`config.mk`:
```
export PLATFORM = sky130hd
export DESIGN_NAME = rtc_alarm_cmp
export DESIGN_NICKNAME = d
export VERILOG_FILES = /design/src/rtl/rtc_alarm_pkg.sv /design/src/rtl/rtc_alarm_field_match.sv /design/src/rtl/rtc_alarm_combine.sv /design/src/rtl/rtc_alarm_cmp.sv
export SDC_FILE = /design/constraint.sdc
export NUM_CORES = 1
export LEC_CHECK = 0
export BUFFER_PORTS_ARGS = -buffer_cell sky130_fd_sc_hd__buf_2
export CAP_MARGIN = 15
export CORE_AREA = 2 2 39 41
export CTS_BUF_LIST = sky130_fd_sc_hd__clkbuf_2 sky130_fd_sc_hd__clkbuf_4 sky130_fd_sc_hd__clkbuf_8
export DETAILED_ROUTE_END_ITERATION = 8
export DIE_AREA = 0 0 41 43
export PLACE_DENSITY = 0.72
export SETUP_SLACK_MARGIN = 0.5
export SLEW_MARGIN = 10
export SYNTH_ARGS = -nofsm -noshare
export SYNTH_HDL_FRONTEND = slang
export SYNTH_SLANG_ARGS = --single-unit
```
`constraint.sdc`:
```
create_clock -name clk -period 0.8 [get_ports clk]
set_clock_uncertainty 0.2 [all_clocks]
set_input_delay 0.12 -clock clk [delete_from_list [all_inputs] [get_ports clk]]
set_output_delay 0.12 -clock clk [all_outputs]
set_load 0.005 [all_outputs]
```
`src/rtl/rtc_alarm_pkg.sv`:
```
package rtc_alarm_pkg;
   localparam int unsigned FIELD_W    = 8;
   localparam int unsigned NUM_FIELDS = 3;
   localparam int unsigned WILD_BITS  = 2;

   typedef enum logic [1:0] {
      FLD_SEC = 2'd0,
      FLD_MIN = 2'd1,
      FLD_HR  = 2'd2
   } field_e;

   typedef logic [FIELD_W-1:0] field_t;
endpackage

```
`src/rtl/rtc_alarm_field_match.sv`:
```
module rtc_alarm_field_match #(
   parameter int unsigned BYTE_W = 8,
   parameter int unsigned WILD_W = 2
) (
   input  logic [BYTE_W-1:0] cur_byte,
   input  logic [BYTE_W-1:0] alm_byte,
   output logic              is_wild,
   output logic              hit
);
   localparam int unsigned TOP_LSB = BYTE_W - WILD_W;

   if (WILD_W > BYTE_W) begin : g_bad_width
      initial $error("rtc_alarm_field_match: WILD_W exceeds BYTE_W");
   end

   if (WILD_W == 0) begin : g_no_wild
      assign is_wild = 1'b0;
   end else begin : g_wild
      assign is_wild = &alm_byte[BYTE_W-1:TOP_LSB];
   end

   logic exact;
   assign exact = (cur_byte == alm_byte);
   assign hit   = is_wild | exact;
endmodule

```
`src/rtl/rtc_alarm_combine.sv`:
```
module rtc_alarm_combine #(
   parameter int unsigned N = 3
) (
   input  logic         clk,
   input  logic         rst_n,
   input  logic         strobe,
   input  logic [N-1:0] hits,
   output logic         evt
);
   if (N == 0) begin : g_bad_count
      initial $error("rtc_alarm_combine: N must be at least 1");
   end

   logic all_hit;
   assign all_hit = &hits;

   always_ff @(posedge clk or negedge rst_n) begin
      if (!rst_n) evt <= 1'b0;
      else        evt <= strobe & all_hit;
   end
endmodule

```
`src/rtl/rtc_alarm_cmp.sv`:
```
module rtc_alarm_cmp
   import rtc_alarm_pkg::*;
#(
   parameter int unsigned BYTE_W = FIELD_W,
   parameter int unsigned WILD_W = WILD_BITS
) (
   input  logic              clk,
   input  logic              rst_n,
   input  logic              upd_done,
   input  logic [BYTE_W-1:0] cur_sec,
   input  logic [BYTE_W-1:0] cur_min,
   input  logic [BYTE_W-1:0] cur_hr,
   input  logic [BYTE_W-1:0] alm_sec,
   input  logic [BYTE_W-1:0] alm_min,
   input  logic [BYTE_W-1:0] alm_hr,
   output logic              alarm_evt
);
   localparam int unsigned NF = NUM_FIELDS;

   if (BYTE_W < 2) begin : g_bad_byte
      initial $error("rtc_alarm_cmp: BYTE_W too small");
   end

   logic [BYTE_W-1:0] cur_v [NF];
   logic [BYTE_W-1:0] alm_v [NF];
   logic [NF-1:0]     hit_v;
   logic [NF-1:0]     wild_v;

   assign cur_v[FLD_SEC] = cur_sec;
   assign cur_v[FLD_MIN] = cur_min;
   assign cur_v[FLD_HR]  = cur_hr;
   assign alm_v[FLD_SEC] = alm_sec;
   assign alm_v[FLD_MIN] = alm_min;
   assign alm_v[FLD_HR]  = alm_hr;

   for (genvar f = 0; f < NF; f++) begin : g_field
      rtc_alarm_field_match #(
         .BYTE_W (BYTE_W),
         .WILD_W (WILD_W)
      ) u_match (
         .cur_byte (cur_v[f]),
         .alm_byte (alm_v[f]),
         .is_wild  (wild_v[f]),
         .hit      (hit_v[f])
      );
   end

   rtc_alarm_combine #(
      .N (NF)
   ) u_combine (
      .clk    (clk),
      .rst_n  (rst_n),
      .strobe (upd_done),
      .hits   (hit_v),
      .evt    (alarm_evt)
   );
endmodule

```
==> results.md <==
- CP delay by family, top: simple AND/OR/NAND/NOR gates
- DR top layer: met3
- Syn nets: 86
- Rel. slew slack: 84.1%
- Tmin final: 1330 ps
- Largest regs: u_combine.evt (1)
- WL/cell: 8.90 um
- Final WS setup: -531 ps
- Max FFs per register: 1
- Worst-path clk slew: 0 ps
- CP Max Fanout: 1
- Yosys cell types: 5
- Crit-path slowest cell: nor4_1
- Starting Density: 22.4%
- Final Setup Violations: 1
- Vias post-DR: 452
- Post-synthesis register bit count: 1
- WL met3: 87 um
- Largest stage delay, worst path: 270 ps
- CP Class: input pin to flop
- Die area: 0.00176 mm^2
- Unrepaired setup endpoints after global routing: true
- Rows: 14
- Via/cell ratio: 4.30
- Die Wd: 41 um
- Final Wtd Congestion: 0.627
- Ant. Diodes: 0
- Leak: 0.360 nW
- Synth area leaders: xor2_1, nor4_1, dfrtp_1, a22oi_1, nor4b_2
- Fin. max-slew vios: 0
- Ys Warns: 0
- Die H: 43 um
- Placement Cell Area: 608 um^2
- Status: finished, violations left
- I/O pins: 52
- PwrDens: 508 mW/mm^2
- Worst Path Arrival: 1030 ps
- CP Launch Type: input pin
- Fmax: 751 MHz
- Avg Cell Area, Syn: 8.87 um^2
- Port Buffers: 51
- Failing checks: hold timing, setup timing
- Fin util: 48.5%
- Max-cap violations: 0
- Initial antenna violation count: 0
- Worst Path Required: 500 ps
- Worst Tran Pin Value: 236 ps
- Hold slack: -305 ps
- Final HPWL DP: 870 um
- Met2 WL: 584 um
- Tcrit/Tclk final: 166%
- First-pass GRT wire length: 1320 um
- Worst hold path class: input pin to asynchronous set/reset pin
- Worst-path cell chain: buf_2 > xor2_1 > nor4_1 > a22oi_1 > nor4b_2
- Area Growth Syn to Fin: 116%
- Grt ovf: 0
- Final instance area: 671 um^2
- Overall routing resource usage: 9.79%
- Initial DRT Pass Iterations: 2
- WP buf/inv: 1
- Synth top area share: 67.7%
- Biggest register: u_combine.evt
- CP Capture Type: flop
- Peak VDD IR: 0.186 mV
- Filler instances: 137
- Largest net degree at the start of global routing: 3
- Syn Inst Count: 35
- Post-synthesis sequential area ratio: 8.06%
- Routed length on met1: 262 um
- Final hold vios: 1
- Layout Nets: 142
- DR iter-0 viols: 1
- Synth Cell Area: 310 um^2
- Ratio of cells with drive above 1 in the final layout: 64.0%
- Number of remaining DRC errors: 0
- Routed WL: 935 um
- Core Area: 0.00138 mm^2
- Vias in the first global route: 408
- Final ANT Viol Nets: 0
- Cell taking the most area after synthesis: xor2_1
[metal layers]
layer	track usage, %	vias up
met5	0	-
met4	0	0
met3	0	0
met2	20.9	24
met1	9.81	195
li1	-	233
[metrics by stage]
stage	total power [mW]	TNS [ps]	setup WS, ps	std cells	hold WS, ps
6_report	0.341	-531	-531	105	-305
2_1_floorplan	0.146	-362	-362	35	-376
3_3_place_gp	0.302	-575	-575	105	-305
3_5_place_dp	0.310	-578	-578	105	-304
5_1_grt	0.370	-592	-590	105	-299
4_1_cts	0.320	-547	-547	105	-304
[cells in the final DEF (no fill, tap or decap)]
master    n
nor4b_2   1
a22oi_1   3
dfrtp_1   1
buf_4     3
xor2_1   24
buf_2    43
buf_6     8
nor4_1    4
nor4_2    2
[power by group]
| group | leakage, nW | switching (mW) | internal [mW] |
|---|---|---|---|
| Sequential | 0.0139 | 0.0000599 | 0.0518 |
| Clock | 0 | 0 | 0 |
| Combinational | 0.346 | 0.107 | 0.182 |
| Total | 0.360 | 0.107 | 0.234 |
[Yosys cell counts]
master,n
xor2_1,24
nor4_1,6
dfrtp_1,1
nor4b_2,1
a22oi_1,3
[cells by family (layout without fill, tap and decap cells)]
kind of cell              after synthesis  in the layout  share of synthesized area (%)
and+or+nand+nor                         7              7                           16.9
xor gates and xnor gates               24             24                           67.7
AOI/OAI and AO/OA                       3              3                           7.26
DFF                                     1              1                           8.06
buffers and inverters                   0             54                              0
[repair_timing]
item                                   CTS  global route
setup endpoints to repair                2             2
endpoints found under the hold margin    1             1
pin swaps                                9            12
gates resized for setup                  3             7
buffers inserted                         0             0
[final timing paths]
path	from	cells past startpoint	end
worst max-delay path	alm_min[2]	5	u_combine.evt$_DFF_PN0_
worst min-delay path	rst_n	1	u_combine.evt$_DFF_PN0_
max in group asynchronous	rst_n	1	u_combine.evt$_DFF_PN0_
min in group clk	upd_done	2	u_combine.evt$_DFF_PN0_
[area by class of cell]
class                      count  area [um^2]  share of cell area, %
multi-input combinational     34          298                   44.4
sequential                     1         25.0                   3.73
tap                           16         20.0                   2.99
timing repair buffer          54          328                   48.9
(Power assumes the default switching activity.)
